`config.mk`:
```
export PLATFORM = sky130hd
export DESIGN_NAME = ata_pio_engine
export DESIGN_NICKNAME = d
export VERILOG_FILES = /design/src/rtl/ata_pio_pkg.sv /design/src/rtl/ata_pio_tsel.sv /design/src/rtl/ata_pio_regs.sv /design/src/rtl/ata_pio_seq.sv /design/src/rtl/ata_pio_engine.sv
export SDC_FILE = /design/constraint.sdc
export NUM_CORES = 1
export LEC_CHECK = 0
export ABC_AREA = 1
export BUFFER_PORTS_ARGS = -buffer_cell sky130_fd_sc_hd__buf_2
export CAP_MARGIN = 30
export CORE_AREA = 5 5 106 148
export CTS_BUF_LIST = sky130_fd_sc_hd__clkbuf_8 sky130_fd_sc_hd__clkbuf_16
export DETAILED_ROUTE_END_ITERATION = 10
export DIE_AREA = 0 0 111 153
export GPL_TIMING_DRIVEN = 0
export PLACE_DENSITY = 0.72
export SLEW_MARGIN = 20
export SYNTH_ARGS = -nofsm -noshare
export SYNTH_HDL_FRONTEND = slang
export SYNTH_SLANG_ARGS = --single-unit
```
`constraint.sdc`:
```
create_clock -name clk -period 3.2 [get_ports clk]
set_clock_uncertainty 0.2 [all_clocks]
set_input_delay 0.64 -clock clk [delete_from_list [all_inputs] [get_ports clk]]
set_output_delay 0.64 -clock clk [all_outputs]
set_load 0.01 [all_outputs]
```
`src/rtl/ata_pio_pkg.sv`:
```
// Package: shared types, widths and register offsets of the ATA PIO engine.
// Assumes a 16-bit register interface and 16-bit bus data.
package ata_pio_pkg;

    // width of the long phase counts (strobe width, recovery)
    localparam int TIM_W   = 8;
    // width of the short phase counts (setup, write hold)
    localparam int SHORT_W = 4;

    // register offsets of the software interface
    localparam logic [3:0] OFS_CTRL  = 4'd0;
    localparam logic [3:0] OFS_DADDR = 4'd1;
    localparam logic [3:0] OFS_TXD   = 4'd2;
    localparam logic [3:0] OFS_RXD   = 4'd3;
    localparam logic [3:0] OFS_RTIM  = 4'd4;
    localparam logic [3:0] OFS_DTIM0 = 4'd5;
    localparam logic [3:0] OFS_DTIM1 = 4'd6;
    localparam logic [3:0] OFS_STAT  = 4'd7;
    localparam logic [3:0] OFS_MASK  = 4'd8;

    // control bit positions
    localparam int CB_START = 0;
    localparam int CB_WRITE = 1;
    localparam int CB_IORDY = 2;
    localparam int CB_DRST  = 3;

    // status bit positions
    localparam int SB_DEV  = 0;
    localparam int SB_DONE = 1;
    localparam int N_STAT  = 2;

    typedef enum logic [1:0] {
        PH_IDLE   = 2'd0,
        PH_SETUP  = 2'd1,
        PH_ACTIVE = 2'd2,
        PH_RECOV  = 2'd3
    } phase_e;

    // clock counts for one bus cycle, already chosen for its register class
    typedef struct packed {
        logic [TIM_W-1:0] setup;
        logic [TIM_W-1:0] active;
        logic [TIM_W-1:0] recov;
        logic [TIM_W-1:0] hold;
    } cyc_tim_t;

endpackage

```
`src/rtl/ata_pio_tsel.sv`:
```
// Module: picks the timing set for a cycle from the device register index.
// Index DATA_IDX selects the data-cycle set; every other index selects the
// register-cycle set. Setup and hold always come from the data timing word.
module ata_pio_tsel
    import ata_pio_pkg::*;
#(
    parameter int DATA_W   = 16,
    parameter int ADDR_W   = 4,
    parameter int DATA_IDX = 0
) (
    input  logic [ADDR_W-1:0] dev_addr_i,
    input  logic [DATA_W-1:0] reg_tim_i,
    input  logic [DATA_W-1:0] dat_tim0_i,
    input  logic [DATA_W-1:0] dat_tim1_i,
    output cyc_tim_t          tim_o
);
    localparam int REC_LSB  = SHORT_W;
    localparam int HOLD_LSB = SHORT_W + TIM_W;
    localparam int HOLD_W   = DATA_W - HOLD_LSB;

    logic is_data;

    // classify the access and assemble the per-phase counts
    always_comb begin
        is_data      = (dev_addr_i == ADDR_W'(DATA_IDX));
        tim_o.setup  = TIM_W'(dat_tim0_i[SHORT_W-1:0]);
        tim_o.hold   = TIM_W'(dat_tim0_i[DATA_W-1 -: HOLD_W]);
        tim_o.active = is_data ? dat_tim1_i[TIM_W-1:0] : reg_tim_i[2*TIM_W-1:TIM_W];
        tim_o.recov  = is_data ? dat_tim0_i[REC_LSB +: TIM_W] : reg_tim_i[TIM_W-1:0];
    end
endmodule

```
`src/rtl/ata_pio_regs.sv`:
```
// Module: software register set of the PIO engine: control, address, data,
// timing words, write-1-to-clear status and interrupt mask.
// Assumes one register access per clock; reads are combinational.
module ata_pio_regs
    import ata_pio_pkg::*;
#(
    parameter int DATA_W = 16,
    parameter int ADDR_W = 4,
    parameter int REG_AW = 4
) (
    input  logic              clk,
    input  logic              rst_n,
    input  logic              cfg_wr,
    input  logic [REG_AW-1:0] cfg_addr,
    input  logic [DATA_W-1:0] cfg_wdata,
    output logic [DATA_W-1:0] cfg_rdata,
    input  logic              busy_i,
    input  logic              done_i,
    input  logic [DATA_W-1:0] rx_i,
    input  logic              intrq_i,
    output logic              start_o,
    output logic              launch_wr_o,
    output logic              launch_ien_o,
    output logic              dev_rst_o,
    output logic [ADDR_W-1:0] dev_addr_o,
    output logic [DATA_W-1:0] tx_o,
    output logic [DATA_W-1:0] reg_tim_o,
    output logic [DATA_W-1:0] dat_tim0_o,
    output logic [DATA_W-1:0] dat_tim1_o,
    output logic              irq_o
);
    logic              dir_q, ien_q, drst_q;
    logic [N_STAT-1:0] stat_q, mask_q, stat_set;
    logic              wr_ctrl, wr_stat;

    // decode of the writes that feed more than one process
    always_comb begin
        wr_ctrl      = cfg_wr && (cfg_addr == REG_AW'(OFS_CTRL));
        wr_stat      = cfg_wr && (cfg_addr == REG_AW'(OFS_STAT));
        start_o      = wr_ctrl && cfg_wdata[CB_START];
        launch_wr_o  = wr_ctrl ? cfg_wdata[CB_WRITE] : dir_q;
        launch_ien_o = wr_ctrl ? cfg_wdata[CB_IORDY] : ien_q;
        dev_rst_o    = drst_q;
        stat_set     = '0;
        stat_set[SB_DEV]  = intrq_i;
        stat_set[SB_DONE] = done_i;
        irq_o        = |(stat_q & mask_q);
    end

    // control bits that persist between starts
    always_ff @(posedge clk) begin
        if (!rst_n) begin
            dir_q  <= 1'b0;
            ien_q  <= 1'b0;
            drst_q <= 1'b0;
        end else if (wr_ctrl) begin
            dir_q  <= cfg_wdata[CB_WRITE];
            ien_q  <= cfg_wdata[CB_IORDY];
            drst_q <= cfg_wdata[CB_DRST];
        end
    end

    // address, transmit word and timing words
    always_ff @(posedge clk) begin
        if (!rst_n) begin
            dev_addr_o <= '0;
            tx_o       <= '0;
            reg_tim_o  <= '0;
            dat_tim0_o <= '0;
            dat_tim1_o <= '0;
        end else if (cfg_wr) begin
            case (cfg_addr)
                REG_AW'(OFS_DADDR): dev_addr_o <= cfg_wdata[ADDR_W-1:0];
                REG_AW'(OFS_TXD):   tx_o       <= cfg_wdata;
                REG_AW'(OFS_RTIM):  reg_tim_o  <= cfg_wdata;
                REG_AW'(OFS_DTIM0): dat_tim0_o <= cfg_wdata;
                REG_AW'(OFS_DTIM1): dat_tim1_o <= cfg_wdata;
                default: ;
            endcase
        end
    end

    // status bits: events set, write-1 clears, a set wins over a clear
    generate
        for (genvar i = 0; i < N_STAT; i++) begin : g_stat
            always_ff @(posedge clk) begin
                if (!rst_n)
                    stat_q[i] <= 1'b0;
                else if (stat_set[i])
                    stat_q[i] <= 1'b1;
                else if (wr_stat && cfg_wdata[i])
                    stat_q[i] <= 1'b0;
            end
        end
    endgenerate

    // interrupt mask, device interrupt enabled out of reset
    always_ff @(posedge clk) begin
        if (!rst_n)
            mask_q <= N_STAT'(1);
        else if (cfg_wr && (cfg_addr == REG_AW'(OFS_MASK)))
            mask_q <= cfg_wdata[N_STAT-1:0];
    end

    // read-back multiplexer
    always_comb begin
        cfg_rdata = '0;
        case (cfg_addr)
            REG_AW'(OFS_CTRL): begin
                cfg_rdata[CB_START] = busy_i;
                cfg_rdata[CB_WRITE] = dir_q;
                cfg_rdata[CB_IORDY] = ien_q;
                cfg_rdata[CB_DRST]  = drst_q;
            end
            REG_AW'(OFS_DADDR): cfg_rdata = DATA_W'(dev_addr_o);
            REG_AW'(OFS_TXD):   cfg_rdata = tx_o;
            REG_AW'(OFS_RXD):   cfg_rdata = rx_i;
            REG_AW'(OFS_RTIM):  cfg_rdata = reg_tim_o;
            REG_AW'(OFS_DTIM0): cfg_rdata = dat_tim0_o;
            REG_AW'(OFS_DTIM1): cfg_rdata = dat_tim1_o;
            REG_AW'(OFS_STAT):  cfg_rdata = DATA_W'(stat_q);
            REG_AW'(OFS_MASK):  cfg_rdata = DATA_W'(mask_q);
            default: ;
        endcase
    end

    // a finished cycle is visible in status on the next clock
    a_r7_done_sets_status: assert property (@(posedge clk) disable iff (!rst_n)
        done_i |=> stat_q[SB_DONE]);
    // write-1 clears the done bit when no new completion arrives
    a_r7_w1c_clears: assert property (@(posedge clk) disable iff (!rst_n)
        (wr_stat && cfg_wdata[SB_DONE] && !done_i) |=> !stat_q[SB_DONE]);
    // a high device interrupt is latched
    a_r10_dev_latch: assert property (@(posedge clk) disable iff (!rst_n)
        intrq_i |=> stat_q[SB_DEV]);
endmodule

```
`src/rtl/ata_pio_seq.sv`:
```
// Module: phase sequencer for one PIO bus cycle (setup, strobe, recovery).
// Latches address, direction, data and timing at launch. A count of zero is
// treated as one clock. IORDY is assumed synchronous to clk.
module ata_pio_seq
    import ata_pio_pkg::*;
#(
    parameter int DATA_W = 16,
    parameter int ADDR_W = 4
) (
    input  logic              clk,
    input  logic              rst_n,
    input  logic              start_i,
    input  logic              wr_i,
    input  logic              ien_i,
    input  logic [ADDR_W-1:0] addr_i,
    input  logic [DATA_W-1:0] wdata_i,
    input  cyc_tim_t          tim_i,
    input  logic              iordy_i,
    input  logic [DATA_W-1:0] din_i,
    output logic              busy_o,
    output logic              done_o,
    output logic [DATA_W-1:0] rdata_o,
    output logic              cs0_n_o,
    output logic              cs1_n_o,
    output logic [ADDR_W-2:0] da_o,
    output logic              dior_n_o,
    output logic              diow_n_o,
    output logic [DATA_W-1:0] dout_o,
    output logic              doe_o
);
    phase_e            phase_q;
    logic [TIM_W-1:0]  elapsed_q;
    cyc_tim_t          tim_q;
    logic              wr_q, ien_q;
    logic [ADDR_W-1:0] addr_q;
    logic [DATA_W-1:0] wd_q, rx_q;

    logic [TIM_W-1:0]  setup_len, act_len, rec_len, hold_len, wrec_len, ph_len;
    logic              ph_last, stall, advance, launch, cap;

    function automatic logic [TIM_W-1:0] at_least_one(input logic [TIM_W-1:0] v);
        return (v == '0) ? TIM_W'(1) : v;
    endfunction

    // phase length, end-of-phase and IORDY stall decisions
    always_comb begin
        setup_len = at_least_one(tim_q.setup);
        act_len   = at_least_one(tim_q.active);
        rec_len   = at_least_one(tim_q.recov);
        hold_len  = at_least_one(tim_q.hold);
        wrec_len  = (hold_len > rec_len) ? hold_len : rec_len;
        case (phase_q)
            PH_SETUP:  ph_len = setup_len;
            PH_ACTIVE: ph_len = act_len;
            PH_RECOV:  ph_len = wr_q ? wrec_len : rec_len;
            default:   ph_len = TIM_W'(1);
        endcase
        ph_last = (elapsed_q == ph_len - TIM_W'(1));
        stall   = (phase_q == PH_ACTIVE) && ien_q && !iordy_i;
        advance = (phase_q != PH_IDLE) && ph_last && !stall;
        launch  = start_i && (phase_q == PH_IDLE);
        cap     = (phase_q == PH_ACTIVE) && advance && !wr_q;
        done_o  = (phase_q == PH_RECOV) && advance;
        busy_o  = (phase_q != PH_IDLE);
    end

    // phase state and in-phase clock counter
    always_ff @(posedge clk) begin
        if (!rst_n) begin
            phase_q   <= PH_IDLE;
            elapsed_q <= '0;
        end else if (launch) begin
            phase_q   <= PH_SETUP;
            elapsed_q <= '0;
        end else if (advance) begin
            elapsed_q <= '0;
            case (phase_q)
                PH_SETUP:  phase_q <= PH_ACTIVE;
                PH_ACTIVE: phase_q <= PH_RECOV;
                default:   phase_q <= PH_IDLE;
            endcase
        end else if (busy_o && !ph_last) begin
            elapsed_q <= elapsed_q + TIM_W'(1);
        end
    end

    // launch-time copy of the cycle parameters
    always_ff @(posedge clk) begin
        if (!rst_n) begin
            tim_q  <= '0;
            wr_q   <= 1'b0;
            ien_q  <= 1'b0;
            addr_q <= '0;
            wd_q   <= '0;
        end else if (launch) begin
            tim_q  <= tim_i;
            wr_q   <= wr_i;
            ien_q  <= ien_i;
            addr_q <= addr_i;
            wd_q   <= wdata_i;
        end
    end

    // read capture in the last strobe-low clock
    always_ff @(posedge clk) begin
        if (!rst_n)
            rx_q <= '0;
        else if (cap)
            rx_q <= din_i;
    end

    // bus pins from the phase state
    always_comb begin
        cs0_n_o  = !(busy_o && !addr_q[ADDR_W-1]);
        cs1_n_o  = !(busy_o &&  addr_q[ADDR_W-1]);
        da_o     = busy_o ? addr_q[ADDR_W-2:0] : '0;
        dior_n_o = !((phase_q == PH_ACTIVE) && !wr_q);
        diow_n_o = !((phase_q == PH_ACTIVE) &&  wr_q);
        dout_o   = wd_q;
        doe_o    = wr_q && ((phase_q == PH_SETUP) || (phase_q == PH_ACTIVE) ||
                            ((phase_q == PH_RECOV) && (elapsed_q < hold_len)));
        rdata_o  = rx_q;
    end

    // a start during a cycle leaves the latched cycle untouched
    a_r8_busy_start_ignored: assert property (@(posedge clk) disable iff (!rst_n)
        (busy_o && start_i) |=> ($stable(addr_q) && $stable(wr_q) && $stable(wd_q)));
    // a low IORDY with waits enabled keeps the strobe phase
    a_r9_iordy_stretch: assert property (@(posedge clk) disable iff (!rst_n)
        (phase_q == PH_ACTIVE && ien_q && !iordy_i) |=> (phase_q == PH_ACTIVE));
    // the captured word is the bus value of the final strobe clock
    a_r6_capture: assert property (@(posedge clk) disable iff (!rst_n)
        cap |=> (rdata_o == $past(din_i)));
    // write data still drives in the clock the write strobe rises
    a_r5_hold_after_strobe: assert property (@(posedge clk) disable iff (!rst_n)
        $rose(diow_n_o) |-> doe_o);
endmodule

```
`src/rtl/ata_pio_engine.sv`:
```
// Module: top of the ATA PIO cycle engine. Joins the register set, the
// timing-set selector and the phase sequencer, and drives the bus reset.
// Assumes ata_iordy and ata_intrq are already synchronous to clk.
module ata_pio_engine
    import ata_pio_pkg::*;
#(
    parameter int DATA_W   = 16,
    parameter int ADDR_W   = 4,
    parameter int REG_AW   = 4,
    parameter int DATA_IDX = 0
) (
    input  logic              clk,
    input  logic              rst_n,
    input  logic              cfg_wr,
    input  logic [REG_AW-1:0] cfg_addr,
    input  logic [DATA_W-1:0] cfg_wdata,
    output logic [DATA_W-1:0] cfg_rdata,
    output logic              irq,
    output logic              ata_reset_n,
    output logic              ata_cs0_n,
    output logic              ata_cs1_n,
    output logic [ADDR_W-2:0] ata_da,
    output logic              ata_dior_n,
    output logic              ata_diow_n,
    output logic [DATA_W-1:0] ata_dd_out,
    output logic              ata_dd_oe,
    input  logic [DATA_W-1:0] ata_dd_in,
    input  logic              ata_iordy,
    input  logic              ata_intrq
);
    logic              busy, done, start, launch_wr, launch_ien, dev_rst;
    logic [ADDR_W-1:0] dev_addr;
    logic [DATA_W-1:0] tx, rx, reg_tim, dat_tim0, dat_tim1;
    cyc_tim_t          tim_sel;

    ata_pio_regs #(.DATA_W(DATA_W), .ADDR_W(ADDR_W), .REG_AW(REG_AW)) i_regs (
        .clk          (clk),
        .rst_n        (rst_n),
        .cfg_wr       (cfg_wr),
        .cfg_addr     (cfg_addr),
        .cfg_wdata    (cfg_wdata),
        .cfg_rdata    (cfg_rdata),
        .busy_i       (busy),
        .done_i       (done),
        .rx_i         (rx),
        .intrq_i      (ata_intrq),
        .start_o      (start),
        .launch_wr_o  (launch_wr),
        .launch_ien_o (launch_ien),
        .dev_rst_o    (dev_rst),
        .dev_addr_o   (dev_addr),
        .tx_o         (tx),
        .reg_tim_o    (reg_tim),
        .dat_tim0_o   (dat_tim0),
        .dat_tim1_o   (dat_tim1),
        .irq_o        (irq)
    );

    ata_pio_tsel #(.DATA_W(DATA_W), .ADDR_W(ADDR_W), .DATA_IDX(DATA_IDX)) i_tsel (
        .dev_addr_i (dev_addr),
        .reg_tim_i  (reg_tim),
        .dat_tim0_i (dat_tim0),
        .dat_tim1_i (dat_tim1),
        .tim_o      (tim_sel)
    );

    ata_pio_seq #(.DATA_W(DATA_W), .ADDR_W(ADDR_W)) i_seq (
        .clk      (clk),
        .rst_n    (rst_n),
        .start_i  (start),
        .wr_i     (launch_wr),
        .ien_i    (launch_ien),
        .addr_i   (dev_addr),
        .wdata_i  (tx),
        .tim_i    (tim_sel),
        .iordy_i  (ata_iordy),
        .din_i    (ata_dd_in),
        .busy_o   (busy),
        .done_o   (done),
        .rdata_o  (rx),
        .cs0_n_o  (ata_cs0_n),
        .cs1_n_o  (ata_cs1_n),
        .da_o     (ata_da),
        .dior_n_o (ata_dior_n),
        .diow_n_o (ata_diow_n),
        .dout_o   (ata_dd_out),
        .doe_o    (ata_dd_oe)
    );

    // bus reset line follows the control bit
    always_comb ata_reset_n = !dev_rst;

    // writing the reset bit pulls the bus reset line low next clock
    a_r11_reset_line: assert property (@(posedge clk) disable iff (!rst_n)
        (cfg_wr && cfg_addr == REG_AW'(OFS_CTRL) && cfg_wdata[CB_DRST]) |=> !ata_reset_n);
    // a strobe is only ever low while a chip select is asserted
    a_r2_strobe_inside_select: assert property (@(posedge clk) disable iff (!rst_n)
        (!ata_dior_n || !ata_diow_n) |-> (!ata_cs0_n || !ata_cs1_n));
endmodule

```
==> metrics.csv, run 1 <==
stage;metric;value;unit
status;status;finished, violations left;
status;failing checks;negative setup slack;
yosys;Seq/Total Area, Yosys;0.425;
final_layout;area grow syn2layout;23.6;%
grt;Tot GR Track Use;0.262;
grt;largest net degree at the start of global routing;17;
setup_path;crit path DAT;3530;ps
clocking;Root Driver;clkbuf_16;
drt;per-cell routed wire length;17.8;µm
timing;unrepaired setup endpoints after global routing;yes;
worst_hold_path;Worst Hold End;i_regs.stat_q[0]$_SDFFE_PN0P_;
timing;max_slew headroom;0.546;
floorplanning;DIE WIDTH;111;µm
setup_path;reg2reg path depth;27;
clocking;Post-CTS Hold Fix Bufs;0;
timing;FMAX;298;MHz
setup_path;slowest CP cell;dfxtp_2;
setup_path;cell family with most CP delay;simple AND/OR/NAND/NOR gates;
final_layout;fin cells;1275;
placed_design;GP Congestion;0.988;
timing;Final period util;1.05;
clocking;Worst-Skew Late Latency;430;ps
placed_design;dpl hpwl;16800;µm
setup_path;critical path class;flip-flop to flip-flop;
yosys;syn nets;1012;
setup_path;R2R Path Start;i_seq.tim_q[9]$_SDFFE_PN0P_;
drt;via count;6972;
setup_path;Top cell by count, worst path;nand2_1;
timing;fin crit period;3360;ps
flow_run;Max-Cap Viols;0;
final_layout;layout cell share with drive strength beyond 1;0.200;
floorplanning;chip height;153;µm
clocking;Num CTS Buffers;17;
worst_hold_path;hold path start;ata_intrq;
clocking;clock-pin slew on the worst setup and hold paths;70;ps
clocking;H-tree depth;4;
worst_hold_path;worst min path class;primary input to flip-flop;
setup_path;R2R setup slack;-160;ps
power_and_ir_drop;LEAKAGE;3.48;nW
setup_path;CP Data Required Time;3370;ps
yosys;Synth top area share;0.425;
floorplanning;core area;14200;µm²
clocking;CTS tree;done;
drt;DR pass1 iterations;6;
grt;initial antenna violation count;0;
yosys;FF+latch count, synth;147;
timing;Setup WS post-layout;-158;ps
floorplanning;die area;17000;µm²
floorplanning;num ports;83;
drt;# DRC;0;
placed_design;# placed instances;1228;
setup_path;crit-path max FO;8;
placed_design;pre-CTS setup slack;-318;ps
grt;number of global-route vias before repair;6715;
yosys;top cells by area, synth;dfxtp_1 43%, a21oi_1 8.2%, o21ai_0 8.0%, inv_1 7.4%, nand2_1 6.5%;
final_layout;Multi-input gate area;3450;µm²
power_and_ir_drop;PwrDens;680;nW/µm²
timing;Hold Fails Final Rpt;0;
yosys;Syn Inst Count;958;
timing;fin. max-slew vios;0;
yosys;largest area contributor in the netlist;dfxtp_1;
drt;DR iter-0 viols;647;
floorplanning;Initial Util;0.485;
drt;Via density;5.47;
final_layout;antenna cells;0;
final_layout;fill cell count;1306;
power_and_ir_drop;Pwr Total;5.81;mW
timing;worst hold slack;216;ps
yosys;synthesized area;6920;µm²
drt;Total Wirelength;22700;µm
floorplanning;FP Rows;52;
placed_design;I/O Buffers;81;
final_layout;post-route core utilization;0.600;
setup_path;max incr delay on CP;330;ps
worst_hold_path;Worst Hold Path Cells;3;
final_layout;FF+latch area;2950;µm²
yosys;syn_area_per_cell;7.22;µm²
grt;global-route wire length before repair;35200;µm
final_layout;Nets;1127;
setup_path;Critical Path Source Type;flip-flop;
setup_path;crit path buf inv count;5;
clocking;Longest Clk Path Bufs;2;
setup_path;Setup crit end kind;flip-flop;
drt;Routed Antenna Nets;0;
setup_path;reg-to-reg endpoint;i_seq.rdata_o[13]$_SDFFE_PN0P_;
timing;endpoints failing setup;25;
power_and_ir_drop;Worst VDD drop;0.467;mV
yosys;post-synth cell types;34;
clocking;clock sink count;147;
grt;grt total ovfl;0;
timing;Worst-Margin Slew;682;ps
yosys;Synth Warn #;0;
-- sequential cells by signal, indices dropped and copies added, names as in the netlist, 2 cells and up --
signal,cells
i_seq.dout_o,16
i_regs.dat_tim0_o,16
i_regs.tx_o,16
i_regs.stat_q,2
i_seq.elapsed_q,8
i_seq.phase_q,2
i_regs.reg_tim_o,16
i_regs.dev_addr_o,4
i_regs.dat_tim1_o,16
i_seq.tim_q,24
i_seq.rdata_o,16
i_regs.mask_q,2
i_seq.addr_q,4
-- cells in the mapped netlist --
master,number
nand3b_1,2
o21a_1,2
buf_1,1
inv_1,137
o211ai_1,2
nor2_2,1
o22ai_1,27
nand2_1,120
o21bai_1,3
o21ai_0,111
nor2_1,86
or2_2,1
nand4_4,1
nand3_1,52
xnor2_1,2
nor2_4,4
xor2_1,8
nor4_1,3
dfxtp_1,147
buf_6,2
nand3_2,1
clkbuf_1,47
a211oi_1,29
buf_2,5
o22a_1,2
nand4_1,3
nor3_1,3
a221oi_1,13
a21oi_1,114
ha_1,13
o2111ai_1,1
nand2_2,11
inv_2,3
a31oi_1,1
-- placed cells by master, fill, tap and decap left out, drive strengths merged --
cell type  synthesis  final
buf                8    104
clkinv             0      3
nand4              4      4
xor2               8      8
o22ai             27     27
clkbuf            47     65
nor3               3      3
a21oi            114    114
a211oi            29     29
o2111ai            1      1
xnor2              2      2
nor4               3      3
o21ai            111    111
o22a               2      2
nand3             53     53
o21bai             3      3
nand3b             2      2
or2                1      1
o21a               2      2
o211ai             2      2
clkinvlp           0      3
nand2            131    131
bufinv             0      2
ha                13     13
inv              140    146
nor2              91     91
dfxtp            147    147
a221oi            13     13
a31oi              1      1
-- stage by stage --
stage	cell area [µm²]	TNS, ps
global placement	7560	-8050
floorplan	6920	0
finish	8550	-2580
CTS	8370	-2440
detailed placement	7560	-8130
global route	8550	-8450
-- what timing repair did --
action                     in CTS  in global routing
pin swaps                      20                 23
resized for setup              48                 41
setup endpoints to repair      39                 39
gates cloned                    3                  0
buffers inserted                8                  5
hold endpoints to repair        0                  0
-- layer usage --
metal	wire [µm]	global-route usage
met1	8760	0.287
met2	11600	0.468
met3	1130	0.0487
met4	1270	0.151
met5	0	0
-- worst min-delay path, delay by kind of cell --
| family | cells | cell delay, ps |
|---|---|---|
| compound gates | 1 | 30 |
| buf+inv | 1 | 80 |
| simple gates | 1 | 60 |
-- power breakdown --
group | internal, mW | switching [mW]
Combinational | 0.693 | 1.14
Clock | 1.19 | 0.867
Sequential | 1.88 | 0.0384
Total | 3.77 | 2.04
-- cell families after synthesis --
| kind of cell | after synthesis | share of synthesized area |
|---|---|---|
| AO/OA/AOI/OAI | 305 | 0.247 |
| AND/OR/NAND/NOR | 288 | 0.182 |
| XOR/XNOR | 10 | 0.0127 |
| flip-flops | 147 | 0.425 |
| buffers and inverters | 195 | 0.109 |
| adder cells (fa/ha/maj) | 13 | 0.0235 |
-- cell type report --
class,count,area share
buffer,54,0.0281
sequential,147,0.345
inverter,140,0.0617
clock buffer,18,0.0514
clock inverter,14,0.0198
multi-input combinational,616,0.404
timing repair buffer,97,0.0628
tap,189,0.0277
-- worst max-delay path by stage --
stage,start,end,slack [ps],depth (start not counted)
finish,i_seq.tim_q[9]$_SDFFE_PN0P_,i_seq.rdata_o[13]$_SDFFE_PN0P_,-160,27
CTS,i_seq.tim_q[15]$_SDFFE_PN0P_,i_seq.rdata_o[14]$_SDFFE_PN0P_,-140,27
floorplan,i_seq.tim_q[15]$_SDFFE_PN0P_,i_seq.rdata_o[0]$_SDFFE_PN0P_,170,27
detailed placement,i_seq.tim_q[15]$_SDFFE_PN0P_,i_seq.rdata_o[12]$_SDFFE_PN0P_,-320,27
global placement,i_seq.tim_q[15]$_SDFFE_PN0P_,i_seq.rdata_o[1]$_SDFFE_PN0P_,-310,27
global route,i_seq.tim_q[15]$_SDFFE_PN0P_,i_seq.rdata_o[13]$_SDFFE_PN0P_,-410,27
Power figures use the tool's default switching activity.
==> inputs of run 2 (changes only) <==
--- a/config.mk
+++ b/config.mk
@@ -8,12 +8,14 @@
 export ABC_AREA = 1
 export BUFFER_PORTS_ARGS = -buffer_cell sky130_fd_sc_hd__buf_2
 export CAP_MARGIN = 30
-export CORE_AREA = 5 5 106 148
+export CELL_PAD_IN_SITES_DETAIL_PLACEMENT = 0
+export CELL_PAD_IN_SITES_GLOBAL_PLACEMENT = 1
+export CORE_AREA = 5 5 121 168
 export CTS_BUF_LIST = sky130_fd_sc_hd__clkbuf_8 sky130_fd_sc_hd__clkbuf_16
 export DETAILED_ROUTE_END_ITERATION = 10
-export DIE_AREA = 0 0 111 153
+export DIE_AREA = 0 0 126 173
 export GPL_TIMING_DRIVEN = 0
-export PLACE_DENSITY = 0.72
+export PLACE_DENSITY_LB_ADDON = 0.1
 export SLEW_MARGIN = 20
 export SYNTH_ARGS = -nofsm -noshare
 export SYNTH_HDL_FRONTEND = slang
==> constraint.sdc (replaced) <==
create_clock -name clk -period 3.2 [get_ports clk]
set_clock_uncertainty 0.2 [all_clocks]
set_input_delay 0.32 -clock clk [delete_from_list [all_inputs] [get_ports clk]]
set_output_delay 0.32 -clock clk [all_outputs]
set_load 0.01 [all_outputs]
==> run 2 against run 1 <==
Compared with the run above: the run still ends with negative setup slack left; combinational power down 5%; largest power group unchanged; wire length up 12%; final cell count up 6.4%; clock power up 9%; critical path type unchanged; clock-buffer cell count unchanged; worst setup slack better by 65 ps.
==> metrics.csv, run 2 (synthesized netlist as in run 1, its figures left out) <==
stage;metric;value;unit
timing;Hold Fails Final Rpt;0;
worst_hold_path;worst min path class;primary input to flip-flop;
power_and_ir_drop;Pwr Total;5.90;mW
power_and_ir_drop;combinational share of power;0.294;
grt;largest net degree at the start of global routing;17;
setup_path;R2R Path Start;i_seq.tim_q[15]$_SDFFE_PN0P_;
power_and_ir_drop;clock share of power;0.380;
setup_path;critical path class;flip-flop to flip-flop;
final_layout;Multi-input gate area;3460;µm²
clocking;H-tree depth;4;
grt;global-route wire length before repair;39200;µm
timing;FMAX;304;MHz
floorplanning;Initial Util;0.372;
timing;Worst-Margin Slew;752;ps
drt;Via density;5.19;
power_and_ir_drop;switching portion of total power;0.331;
grt;grt total ovfl;0;
status;status;finished, violations left;
drt;DR iter-0 viols;434;
floorplanning;FP Rows;59;
floorplanning;core area;18600;µm²
drt;per-cell routed wire length;18.8;µm
setup_path;Top cell by count, worst path;nor2_4;
setup_path;Setup crit end kind;flip-flop;
drt;Total Wirelength;25500;µm
drt;via count;7034;
setup_path;Critical Path Stages;28;
power_and_ir_drop;Worst VDD drop;0.536;mV
clocking;Root Driver;clkbuf_16;
final_layout;layout cell share with drive strength beyond 1;0.200;
timing;fin. max-slew vios;0;
setup_path;cell family with most CP delay;simple AND/OR/NAND/NOR gates;
clocking;clock sink count;147;
floorplanning;die area;21800;µm²
setup_path;slowest CP cell;dfxtp_2;
grt;Tot GR Track Use;0.232;
clocking;Longest Clk Path Bufs;2;
power_and_ir_drop;Psw;1.96;mW
floorplanning;num ports;83;
placed_design;dpl hpwl;19400;µm
final_layout;fill cell count;1974;
final_layout;Nets;1153;
floorplanning;DIE WIDTH;126;µm
grt;initial antenna violation count;0;
final_layout;area grow syn2layout;28.9;%
setup_path;crit-path max FO;7;
final_layout;max reg flops;24;
final_layout;FF+latch area;2950;µm²
clocking;clock-pin slew on the worst setup and hold paths;60;ps
floorplanning;chip height;173;µm
drt;DR pass1 iterations;5;
grt;number of global-route vias before repair;6994;
setup_path;crit path buf inv count;5;
final_layout;post-route core utilization;0.479;
worst_hold_path;Worst Hold Path Cells;3;
final_layout;Biggest register;i_seq.tim_q;
status;failing checks;negative setup slack;
power_and_ir_drop;PwrDens;662;nW/µm²
setup_path;max incr delay on CP;360;ps
power_and_ir_drop;LEAKAGE;3.64;nW
drt;Routed Antenna Nets;0;
drt;# DRC;0;
final_layout;antenna cells;0;
placed_design;GP Congestion;0.881;
clocking;Worst-Skew Late Latency;430;ps
clocking;Num CTS Buffers;17;
setup_path;crit path DAT;3440;ps
setup_path;CP Data Required Time;3350;ps
timing;setup TNS;-1020;ps
timing;Final period util;1.03;
timing;unrepaired setup endpoints after global routing;yes;
timing;Setup WS post-layout;-92.8;ps
power_and_ir_drop;sequential power share;0.326;
placed_design;I/O Buffers;81;
timing;endpoints failing setup;16;
clocking;CTS tree;done;
worst_hold_path;hold path start;cfg_wdata[13];
final_layout;commonest non-fill, non-tap cell in the layout;dfxtp_1;
setup_path;reg2reg path depth;28;
final_layout;commonest non-fill, non-tap cells in the layout;140 x dfxtp_1, 131 x inv_1, 112 x a21oi_1;
setup_path;Critical Path Source Type;flip-flop;
power_and_ir_drop;internal power;3.95;mW
setup_path;critical path launch point;i_seq.tim_q[15]$_SDFFE_PN0P_;
timing;max_slew headroom;0.497;
timing;fin crit period;3290;ps
flow_run;Max-Cap Viols;0;
## run 2: changes by cell type in the layout (fill, tap and decap cells not counted), moves of 4 or more
cell / delta
nand3_2: +4
dlygate4sd3_1: +19
buf_4: +8
clkbuf_1: +4
## run 2: final timing paths
path | end | slack, ps
setup / recovery | i_seq.rdata_o[2]$_SDFFE_PN0P_ | -90
hold / removal | i_regs.reg_tim_o[13]$_SDFFE_PN0P_ | 10
setup reg to reg | i_seq.rdata_o[2]$_SDFFE_PN0P_ | -90
hold reg to reg | i_regs.dat_tim1_o[12]$_SDFFE_PN0P_ | 250
## run 2: cell type report
class                           count  share of cell area
Sequential cell                   147               0.331
Buffer                             55              0.0269
Inverter                          140              0.0595
Multi-Input combinational cell    616               0.388
Tap cell                          244              0.0342
Clock buffer                       18              0.0492
Clock inverter                     14              0.0253
Timing Repair Buffer              122              0.0862
## run 2: worst reg2reg max path, delay by kind of cell, from the launching register on
kind          cells  cell delay, ps
fa+ha+maj         2             430
buf+inv           5             510
simple gates     21            1740
flops             1             360
## run 2: timing repair
action                                  CTS  global route
cloned                                    2             0
buffers inserted                         15             5
pin swaps                                23            32
endpoints found under the hold margin    19             0
hold buffers                             19             0
resized for setup                        51            34
endpoints found under the setup margin   27            27
## run 2: layer usage
layer  up-vias  share of wire  track usage
li1       3483              -            -
met1      3279           0.39        0.255
met2       200           0.52        0.424
met3        72          0.038       0.0373
met4         0          0.051        0.119
met5         -              0            0
## run 2: power groups by stage
stage	registers, mW	logic (mW)	clock network [mW]
after floorplan	1.95	0.955	0
after CTS	1.92	1.63	2.27
after global routing	1.93	1.92	2.36
after global placement	1.96	1.30	0
final	1.92	1.74	2.24
after detailed placement	1.96	1.31	0
## run 2: stage by stage
step                      hold WS, ps  worst slack [ps]  instance area, µm²  cells
final                            10.2             -92.8                8920   1356
after global routing             8.18              -312                8920   1356
after CTS                       0.444              -110                8750   1351
after detailed placement          245              -449                7630   1283
after global placement            241              -456                7630   1283
after floorplan                   230               175                6920    958
==> inputs of run 3 (changes only) <==
--- a/config.mk
+++ b/config.mk
@@ -10,13 +10,14 @@
 export CAP_MARGIN = 30
 export CELL_PAD_IN_SITES_DETAIL_PLACEMENT = 0
 export CELL_PAD_IN_SITES_GLOBAL_PLACEMENT = 1
-export CORE_AREA = 5 5 121 168
+export CORE_AREA = 5 5 132 184
 export CTS_BUF_LIST = sky130_fd_sc_hd__clkbuf_8 sky130_fd_sc_hd__clkbuf_16
 export DETAILED_ROUTE_END_ITERATION = 10
-export DIE_AREA = 0 0 126 173
+export DIE_AREA = 0 0 137 189
 export GPL_TIMING_DRIVEN = 0
 export PLACE_DENSITY_LB_ADDON = 0.1
 export SLEW_MARGIN = 20
 export SYNTH_ARGS = -nofsm -noshare
 export SYNTH_HDL_FRONTEND = slang
+export SYNTH_HIERARCHICAL = 1
 export SYNTH_SLANG_ARGS = --single-unit
==> run 3 against run 2 <==
Compared with the run above: the flow still finishes with violations (negative setup slack); clock power about the same; final cell count is 30% higher; first-iteration DRC count is 21% higher; non-clock buffer count grew 48; synthesized area rose by 21%; sequential power up 4%; design area is 20% higher; global-route usage down 0.30 points; register-to-register slack lost 180 ps; utilization barely moved; worst setup slack worse by 180 ps; critical path depth unchanged.
==> metrics.csv, run 3 <==
stage;metric;value;unit
status;status;finished, violations left;
status;failing checks;negative setup slack;
setup_path;slowest CP cell;dfxtp_2;
setup_path;crit path DAT;3650;ps
yosys;Async SR Flop Fraction;0;
final_layout;layout cell share with drive strength beyond 1;0.228;
power_and_ir_drop;LEAKAGE;4.76;nW
timing;endpoints failing setup;27;
flow_run;Max-Cap Viols;0;
placed_design;I/O Buffers;80;
floorplanning;die area;25900;µm²
worst_hold_path;worst min path class;primary input to flip-flop;
floorplanning;num ports;83;
drt;DR pass1 iterations;5;
clocking;Longest Clk Path Bufs;2;
drt;via count;8449;
yosys;top cells by area, synth;dfxtp_1 37%, nand2_1 15%, nand3_1 8.4%, nor2_1 7.3%, a21oi_1 6.2%;
yosys;Syn Inst Count;1281;
yosys;top cells by count, synth;327 x nand2_1, 162 x nor2_1, 155 x dfxtp_1;
drt;DR iter-0 viols;524;
timing;Hold Fails Final Rpt;0;
setup_path;critical path class;flip-flop to flip-flop;
timing;Setup WS post-layout;-273;ps
clocking;Worst-Skew Late Latency;440;ps
drt;# DRC;0;
clocking;H-tree depth;4;
yosys;largest area contributor in the netlist;dfxtp_1;
timing;Worst-Margin Slew;650;ps
grt;grt total ovfl;0;
final_layout;Biggest register;i_seq/tim_q;
clocking;clock sink count;155;
timing;unrepaired setup endpoints after global routing;yes;
final_layout;fill cell count;2410;
drt;Routed Antenna Nets;0;
setup_path;CP Data Required Time;3380;ps
floorplanning;Initial Util;0.374;
grt;global-route wire length before repair;45000;µm
final_layout;commonest non-fill, non-tap cells in the layout;297 x nand2_1, 148 x nor2_1, 147 x dfxtp_1;
placed_design;dpl hpwl;22400;µm
yosys;Synth top area share;0.371;
clocking;CTS tree;done;
placed_design;Cell Area, Placed;9170;µm²
placed_design;pre-CTS setup slack;-778;ps
yosys;post-synth cell types;36;
clocking;clock-pin slew on the worst setup and hold paths;70;ps
timing;Final period util;1.09;
yosys;count leader, synth;nand2_1;
drt;Total Wirelength;29300;µm
final_layout;max reg flops;32;
drt;Via density;4.80;
worst_hold_path;Worst Hold Path Cells;3;
final_layout;Finished Cell Area;10700;µm²
setup_path;crit-path max FO;6;
power_and_ir_drop;Worst VDD drop;0.401;mV
yosys;Seq/Total Area, Yosys;0.371;
placed_design;GP Congestion;0.860;
grt;Tot GR Track Use;0.229;
setup_path;Critical Path Source Type;flip-flop;
setup_path;max incr delay on CP;320;ps
yosys;FF+latch count, synth;155;
setup_path;reg2reg path depth;28;
timing;FMAX;288;MHz
floorplanning;chip height;189;µm
power_and_ir_drop;PwrDens;481;nW/µm²
floorplanning;DIE WIDTH;137;µm
timing;max_slew headroom;0.567;
timing;fin. max-slew vios;0;
floorplanning;core area;22400;µm²
floorplanning;FP Rows;65;
drt;per-cell routed wire length;16.7;µm
final_layout;antenna cells;0;
grt;initial antenna violation count;0;
yosys;ys flop type;dfxtp_1;
timing;fin crit period;3470;ps
final_layout;area grow syn2layout;28.1;%
clocking;Root Driver;clkbuf_16;
final_layout;Nets;1507;
final_layout;commonest non-fill, non-tap cell in the layout;nand2_1;
grt;largest net degree at the start of global routing;17;
yosys;syn_area_per_cell;6.53;µm²
clocking;Num CTS Buffers;17;
yosys;synthesized area;8360;µm²
yosys;EDFF count, synth;0;
setup_path;Setup crit end kind;flip-flop;
yosys;Synth Warn #;6;
grt;number of global-route vias before repair;8059;
[run 3: cell count changes in the layout (fill, tap and decap cells not counted), moves of 24 or more]
| cell | before | now |
|---|---|---|
| nand3_1 | 41 | 124 |
| a211oi_1 | 29 | 0 |
| buf_4 | 21 | 50 |
| o22ai_1 | 27 | 3 |
| o21ai_0 | 110 | 72 |
| nand2_1 | 103 | 297 |
| nor2_1 | 75 | 148 |
[run 3: final cells by class]
cell class,instances,area (µm²),area share
Sequential cell,155,3110,0.290
Clock buffer,19,453,0.0423
Buffer,87,494,0.0461
Tap cell,301,377,0.0351
Multi-Input combinational cell,906,4590,0.429
Inverter,140,537,0.0501
Clock inverter,13,189,0.0176
Timing Repair Buffer,138,961,0.0897
[run 3: worst max-delay path, delay by kind of cell (launching register included)]
| kind | cells | cell delay, ps |
|---|---|---|
| buf+inv | 4 | 460 |
| simple gates | 21 | 1710 |
| flops | 1 | 320 |
| fa+ha+maj | 2 | 460 |
| compound gates | 1 | 230 |
[run 3: cells by family after synthesis]
logic type / synth area share
XOR/XNOR: 0.00733
AO/OA/AOI/OAI: 0.116
AND/OR/NAND/NOR: 0.354
adder cells (fa/ha/maj): 0.0314
other: 0.000448
flip-flops: 0.371
buffers and inverters: 0.120
[run 3: path summary, 6_finish.rpt]
path | startpoint | slack, ps | end
setup / recovery | i_seq/tim_q[11]$_SDFFE_PN0P_ | -270 | i_seq/rdata_o[12]$_SDFFE_PN0P_
setup reg to reg | i_seq/tim_q[11]$_SDFFE_PN0P_ | -270 | i_seq/rdata_o[12]$_SDFFE_PN0P_
hold reg to reg | i_seq/addr_q[2]$_SDFFE_PN0P_ | 260 | i_seq/addr_q[2]$_SDFFE_PN0P_
hold / removal | cfg_wdata[6] | 6 | i_regs/tx_o[6]$_SDFFE_PN0P_
[run 3: where the power goes]
| group | internal [mW] | total, mW | switching (mW) |
|---|---|---|---|
| logic | 0.368 | 0.955 | 0.587 |
| clock network | 1.35 | 2.22 | 0.862 |
| registers | 1.96 | 1.99 | 0.0250 |
| total | 3.68 | 5.16 | 1.47 |
[run 3: routing by layer]
metal / global-route usage / up-vias / wire length (µm)
li1: - / 4374 / -
met1: 0.252 / 3869 / 11400
met2: 0.439 / 165 / 16200
met3: 0.0388 / 41 / 933
met4: 0.0668 / 0 / 710
met5: 0 / - / 0
[run 3: repair_timing]
action / 4_1_cts / 5_1_grt
setup endpoints to repair: 29 / 28
gates cloned: 2 / 1
resized for setup: 79 / 48
pin swaps: 19 / 39
hold buffers: 21 / 0
hold endpoints to repair: 29 / 0
setup buffers: 25 / 9
[run 3: stage by stage]
stage               total power, mW  utilization  hold slack (ps)  TNS [ps]  instances
global placement               2.71        0.410              247    -20080       1669
detailed placement             2.71        0.410              252    -19300       1669
floorplan                      2.49            -              230         0       1288
CTS                            5.06        0.466           0.0988     -6790       1749
global route                   5.38        0.479             5.56    -12630       1759
finish                         5.16        0.479             6.33     -6640       1759
